[src/rtl/ncl_pkg.sv]
package ncl_pkg;

    // 2-of-2 hysteresis gate: set when both inputs are high, clear when both are low.
    function automatic logic th22_next(input logic a, input logic b, input logic q);
        return (a & b) | (q & (a | b));
    endfunction

    // Hysteresis completion: rise on all ones, fall on all zeros, else keep.
    function automatic logic hyst_next(input logic all_one, input logic all_zero, input logic q);
        return all_one ? 1'b1 : (all_zero ? 1'b0 : q);
    endfunction

endpackage

[src/rtl/ncl_reg_stage.sv]
module ncl_reg_stage #(
    parameter int W = 16
) (
    input  logic         clk,
    input  logic         rst_n,
    input  logic         ki,
    input  logic [W-1:0] din_t,
    input  logic [W-1:0] din_f,
    output logic [W-1:0] dout_t,
    output logic [W-1:0] dout_f,
    output logic [W-1:0] ko_bits
);
    import ncl_pkg::*;

    typedef struct packed {
        logic [W-1:0] t;
        logic [W-1:0] f;
    } stage_st_t;

    stage_st_t st_d, st_q;

    always_comb begin
        st_d = st_q;
        for (int i = 0; i < W; i++) begin
            st_d.t[i] = th22_next(din_t[i], ki, st_q.t[i]);
            st_d.f[i] = th22_next(din_f[i], ki, st_q.f[i]);
        end
    end

    always_ff @(posedge clk or negedge rst_n) begin
        if (!rst_n) st_q <= '0;
        else        st_q <= st_d;
    end

    assign dout_t  = st_q.t;
    assign dout_f  = st_q.f;
    assign ko_bits = ~(st_q.t | st_q.f);

    for (genvar g = 0; g < W; g++) begin : g_bit_chk

        null_hold_chk: assert property (@(posedge clk) disable iff (!rst_n)
            (!ki && !st_q.t[g] && !st_q.f[g]) |=> (!st_q.t[g] && !st_q.f[g]));

        data_hold_chk: assert property (@(posedge clk) disable iff (!rst_n)
            (ki && (st_q.t[g] || st_q.f[g]) && !(din_t[g] && din_f[g]))
            |=> $stable({st_q.t[g], st_q.f[g]}));
    end

endmodule

[src/rtl/ncl_compl_tree.sv]
module ncl_compl_tree #(
    parameter int W   = 16,
    parameter int GRP = 4
) (
    input  logic         clk,
    input  logic         rst_n,
    input  logic [W-1:0] ko_bits,
    output logic         ko
);
    import ncl_pkg::*;

    localparam int NGRP = (W + GRP - 1) / GRP;
    localparam int PADW = NGRP * GRP;

    typedef struct packed {
        logic [NGRP-1:0] grp;
        logic            root;
    } tree_st_t;

    tree_st_t tr_d, tr_q;
    logic [PADW-1:0] padded;

    // Padding copies a real line, so all-one and all-zero tests are unchanged.
    for (genvar p = 0; p < PADW; p++) begin : g_pad
        if (p < W) begin : g_real
            assign padded[p] = ko_bits[p];
        end else begin : g_fill
            assign padded[p] = ko_bits[W-1];
        end
    end

    always_comb begin
        tr_d = tr_q;
        for (int g = 0; g < NGRP; g++) begin
            tr_d.grp[g] = hyst_next(&padded[g*GRP +: GRP], ~|padded[g*GRP +: GRP], tr_q.grp[g]);
        end
        tr_d.root = hyst_next(&tr_q.grp, ~|tr_q.grp, tr_q.root);
    end

    always_ff @(posedge clk or negedge rst_n) begin
        if (!rst_n) tr_q <= '{grp: '1, root: 1'b1};
        else        tr_q <= tr_d;
    end

    assign ko = tr_q.root;


    ko_hold_high_chk: assert property (@(posedge clk) disable iff (!rst_n)
        (tr_q.root && |tr_q.grp) |=> tr_q.root);

    ko_hold_low_chk: assert property (@(posedge clk) disable iff (!rst_n)
        (!tr_q.root && !(&tr_q.grp)) |=> !tr_q.root);

endmodule

[src/rtl/ncl_dr_pipe.sv]
module ncl_dr_pipe #(
    parameter int W   = 16,
    parameter int GRP = 4
) (
    input  logic         clk,
    input  logic         rst_n,
    input  logic [W-1:0] src_t,
    input  logic [W-1:0] src_f,
    output logic         src_ko,
    output logic [W-1:0] snk_t,
    output logic [W-1:0] snk_f,
    input  logic         snk_ki
);
    logic [W-1:0] s1_t, s1_f, s1_ko;
    logic [W-1:0] mid_t, mid_f;
    logic [W-1:0] s2_ko;
    logic         ki1;

    ncl_reg_stage #(.W(W)) u_stage_in (
        .clk(clk), .rst_n(rst_n), .ki(ki1),
        .din_t(src_t), .din_f(src_f),
        .dout_t(s1_t), .dout_f(s1_f), .ko_bits(s1_ko)
    );

    ncl_compl_tree #(.W(W), .GRP(GRP)) u_cmp_in (
        .clk(clk), .rst_n(rst_n), .ko_bits(s1_ko), .ko(src_ko)
    );

    // Pass-through dual-rail datapath between the two stages.
    assign mid_t = s1_t;
    assign mid_f = s1_f;

    ncl_reg_stage #(.W(W)) u_stage_out (
        .clk(clk), .rst_n(rst_n), .ki(snk_ki),
        .din_t(mid_t), .din_f(mid_f),
        .dout_t(snk_t), .dout_f(snk_f), .ko_bits(s2_ko)
    );

    ncl_compl_tree #(.W(W), .GRP(GRP)) u_cmp_out (
        .clk(clk), .rst_n(rst_n), .ko_bits(s2_ko), .ko(ki1)
    );


    snk_legal_chk: assert property (@(posedge clk) disable iff (!rst_n)
        !(|(src_t & src_f)) |=> !(|(mid_t & mid_f)));

endmodule

[config.mk]
export PLATFORM = sky130hd
export DESIGN_NAME = ncl_dr_pipe
export DESIGN_NICKNAME = d
export VERILOG_FILES = /design/src/rtl/ncl_pkg.sv /design/src/rtl/ncl_reg_stage.sv /design/src/rtl/ncl_compl_tree.sv /design/src/rtl/ncl_dr_pipe.sv
export SDC_FILE = /design/constraint.sdc
export NUM_CORES = 1
export LEC_CHECK = 0
export BUFFER_PORTS_ARGS = -buffer_cell sky130_fd_sc_hd__clkbuf_2
export CAP_MARGIN = 0
export CORE_ASPECT_RATIO = 0.8
export CORE_UTILIZATION = 57
export CTS_CLUSTER_DIAMETER = 150
export DETAILED_ROUTE_END_ITERATION = 7
export GPL_TIMING_DRIVEN = 0
export PLACE_DENSITY = 0.84
export RECOVER_POWER = 50
export SLEW_MARGIN = 10
export SYNTH_ARGS = -nofsm -noshare
export SYNTH_HDL_FRONTEND = slang
export SYNTH_SLANG_ARGS = --single-unit
[constraint.sdc]
create_clock -name clk -period 3.13 [get_ports clk]
set_input_delay 0.4695 -clock clk [delete_from_list [all_inputs] [get_ports clk]]
set_output_delay 0.4695 -clock clk [all_outputs]
set_load 0.01 [all_outputs]
==> results.md <==
Floorplan:
- The width of the die is 83.2 um.
- The floorplan step set the die height to around 67 um.
- The standard cell core area is between 5000 and 6000 um^2.
- The floorplan step defined a die boundary enclosing approximately 5600 um^2.
- The number of I/O pins is 68.
- The number of placement rows is 23.
- The initial utilization of the core area, before any placement, comes to 59.8%.

Logic synthesis:
- The synthesized design devotes to its leading area cell type 53.2% of total area.
- Summing every instance area after synthesis gives between 3000 and 4000 um^2.
- Ranked by total cell area, the synthesized netlist is headed by sky130_fd_sc_hd__dfrtp_1 (53%), sky130_fd_sc_hd__maj3_2 (22%), sky130_fd_sc_hd__dfstp_2 (8.7%), sky130_fd_sc_hd__nor4_1 (3.1%), sky130_fd_sc_hd__o22ai_1 (3.1%).
- The Yosys warning count is 0.
- The post-synthesis instance total is 210.
- Of the synthesized area, sequential elements account for 62.0%.
- A synthesized cell averages roughly 14 um^2.
- Of all cell types, the one taking the most synthesized area is sky130_fd_sc_hd__dfrtp_1.
- Synthesis produced a netlist with a net count of roughly 250.
- After synthesis the netlist holds a flip-flop and latch count of 74.
- After synthesis, the netlist uses 14 different library cells.

STA:
- The final critical path takes up roughly half of the cycle.
- Setup total negative slack on the finished layout was measured at 0 ns.
- Setup repair after global routing left no endpoint under its margin.
- The maximum operating frequency is 0.662 GHz.
- The tightest slew margin relative to the limit is -8.35%.
- The final hold violation count is 0.
- The routed design could run at a clock period as short as 1.51 ns.
- The transition at the pin with the smallest max-transition slack is 1.63 ns.
- The number of failing setup endpoints in the final timing report is 0.
- The worst setup skew after layout is 0.00537 ns.
- The number of pins exceeding their max-slew limit in the final report is 31.

Critical path:
- The startpoint of the worst-slack reg-to-reg timing path is u_stage_in.dout_t[14].
- The critical path's slowest cell is sky130_fd_sc_hd__clkbuf_1.
- Following the worst setup path forward leads to its endpoint at u_cmp_in.tr_q[3].
- The critical path depth is 2.
- In this design, the stage delay of the slowest critical-path cell is roughly 1.2 ns.
- The worst register-to-register path has a setup slack of between 2 and 2.5 ns.
- The depth of the worst register-to-register path is 3.
- The endpoint of the lowest-slack register-to-register path is u_cmp_in.tr_q[4].
- The sort of element at the end of the critical path is an asynchronous set/reset pin.
- By startpoint and endpoint, the worst setup path is classified as primary input to asynchronous set/reset pin.
- The startpoint of the worst setup timing path is rst_n.
- Walking the worst path, the cells encountered are clkbuf_1, buf_12.
- The count of buffer and inverter cells on the critical path is 2.
- Along the worst path, the maximum fanout reaches 44.
- The kind of start point of the critical path is a primary input.
- The kind of cell with the highest combined delay on the critical path is buffers and inverters.
- The required time of the worst setup path is 3.60 ns.
- Data on the critical path arrives at its endpoint at 1.98 ns.

Power:
- Dividing total power by cell area gives a power density of ~590 nW/um^2.
- The analysis attributes to cell leakage a power of roughly 1.8 nW.
- The peak ir drop on the vdd network is 0.000349 V.

GRT:
- The overall global routing resource usage is 24.2%.
- The first global-routing pass estimated 9810 um of wire.
- The initial antenna violation count is 0.
- Entering global routing, the biggest net connects 45 pins.
- The total overflow left after global routing is 0.
- The number of global-route vias before repair came to between 2k and 2.5k.

Routing:
- In the routed layout, each cell is associated on average with a via count of between 5 and 6.
- After detailed routing, the number of remaining DRC violations is 0.
- The number of nets with antenna violations after detailed routing is 0.
- Dividing the detail-routed wire length by the instance count gives 17.2 um.
- After the first detailed-routing iteration, the DRC count stood at 84.
- The final layout contains routed wiring with a total length of 6100 um.
- The first TritonRoute pass finished after 4 iterations.
- The final route contains 2,027 vias.

Clock tree:
- The CTS sink count is 74.
- The H-tree was split into 3 levels.
- The CTS buffer count is 9.
- After clock tree synthesis, the clock-pin slew on the worst setup and hold paths is 0.07 ns.
- The tree is rooted in a sky130_fd_sc_hd__clkbuf_8.
- The post-CTS setup buffer count is 0.
- The clock passes through at most 2 buffers.
- After clock tree synthesis, the flow added hold-fix buffers numbering 0.
- TritonCTS built the clock tree.
- The clock latency on the worst-skew pair is 0.35 ns.
- The number of instances resized during post-cts repair is 0.

Placed design:
- The last weighted congestion value of the routability-driven placer is 0.807.
- After detailed placement, the total cell area comes to 3440 um^2.
- The quantity of I/O buffers inserted on ports is 66.
- The sum of net half-perimeters after detailed placement is around 4400 um.

Layout:
- The antenna diode count is 0.
- In the final layout, the share of cells above drive strength 1 is between 40% and 50%.
- The leading cell type in the layout, fill and taps excluded is sky130_fd_sc_hd__clkbuf_2.
- The area growth from synthesis to final layout is 21.0%.
- The net count of the finished layout is 323.
- The post-layout instance area is 3640 um^2.
- In the layout the commonest cells are sky130_fd_sc_hd__clkbuf_2 (65), sky130_fd_sc_hd__dfrtp_1 (64), sky130_fd_sc_hd__maj3_2 (42).

Run status:
- The checks that failed: capacitance limit, slew limit.
- The flow ran to the end, but the final reports show violations.

Hold path:
- The path type of the worst min-delay path is primary input to register.

Run:
- The number of max-cap violations is 1.
==> registers in the layout, summed over array words and instances, names as in the netlist <==
signal / cells
u_cmp_out.ko: 1
u_stage_out.dout_t: 16
u_cmp_in.ko: 1
u_cmp_in.tr_q: 4
u_stage_in.dout_f: 16
u_cmp_out.tr_q: 4
u_stage_in.dout_t: 16
u_stage_out.dout_f: 16
==> where the power goes <==
group | switching, W | internal (W) | leakage, nW
combinational | 0.000114 | 0.000109 | 0.658
sequential | 0.0000563 | 0.00103 | 0.994
clock | 0.000335 | 0.000487 | 0.108
==> stage by stage <==
| step | instances | total power, W | hold WS (ns) | utilization, % | worst slack [ns] |
|---|---|---|---|---|---|
| 5_1_grt | 354 | 0.00223 | 0.364 | 72.3 | 1.33 |
| 3_3_place_gp | 338 | 0.00131 | 0.470 | 67.9 | 1.06 |
| 2_1_floorplan | 210 | 0.00122 | 0.174 | - | 2.00 |
| 4_1_cts | 354 | 0.00215 | 0.0802 | 72.8 | 1.60 |
| 3_5_place_dp | 339 | 0.00133 | 0.461 | 68.3 | 1.96 |
| 6_report | 354 | 0.00213 | 0.370 | 72.3 | 1.62 |
==> layout make-up <==
cell class / instances / area [um^2]
clock inverters: 4 / 75.1
clock buffers: 11 / 151
repair buffers: 67 / 349
plain buffers: 8 / 90.1
well taps: 62 / 77.6
fillers: 366 / 1390
flip-flops and latches: 74 / 1860
multi-input cells: 128 / 1030
==> worst reg2reg max path: cells and delay by family (launching register included) <==
| family | cells | cell delay, ns |
|---|---|---|
| compound gates | 1 | 0.12 |
| simple gates | 2 | 0.46 |
| flops | 1 | 0.44 |
==> kinds of logic (layout without fill, tap and decap cells) <==
logic type	after synthesis	in the layout	synth area share [%]
DFF	74	74	62.0
adders and majority gates	64	64	23.7
and+or+nand+nor	37	37	6.07
AOI/OAI and AO/OA	27	27	5.28
buffers and inverters	8	90	2.99
==> synth_stat cells (all sizes together) <==
| library cell | count |
|---|---|
| nor4 | 15 |
| or3 | 2 |
| a31oi | 2 |
| nand3 | 1 |
| dfrtp | 64 |
| a21oi | 9 |
| o22ai | 15 |
| buf | 8 |
| dfstp | 10 |
| nand2 | 1 |
| maj3 | 64 |
| nor2 | 18 |
| o31ai | 1 |
==> worst min-delay path by stage <==
stage	start	endpoint	slack [ns]	depth (start not counted)
floorplan	rst_n	u_stage_in.dout_f[0]	0.17	0
detailed placement	rst_n	u_stage_out.dout_f[1]	0.46	1
global route	src_t[2]	u_stage_in.dout_t[2]	0.36	2
finish	src_f[0]	u_stage_in.dout_f[0]	0.37	2
global placement	u_cmp_in.tr_q[2]	u_cmp_in.tr_q[2]	0.47	2
CTS	rst_n	u_stage_out.dout_f[1]	0.08	1
==> per-layer routing <==
layer	track usage, %	wire (um)	vias up
li1	-	-	938
met5	0	0	-
met4	8.62	94	0
met3	9.67	341	15
met1	32.1	2780	1007
met2	36.1	2880	67
No activity file was read; power rests on OpenSTA's default activity.
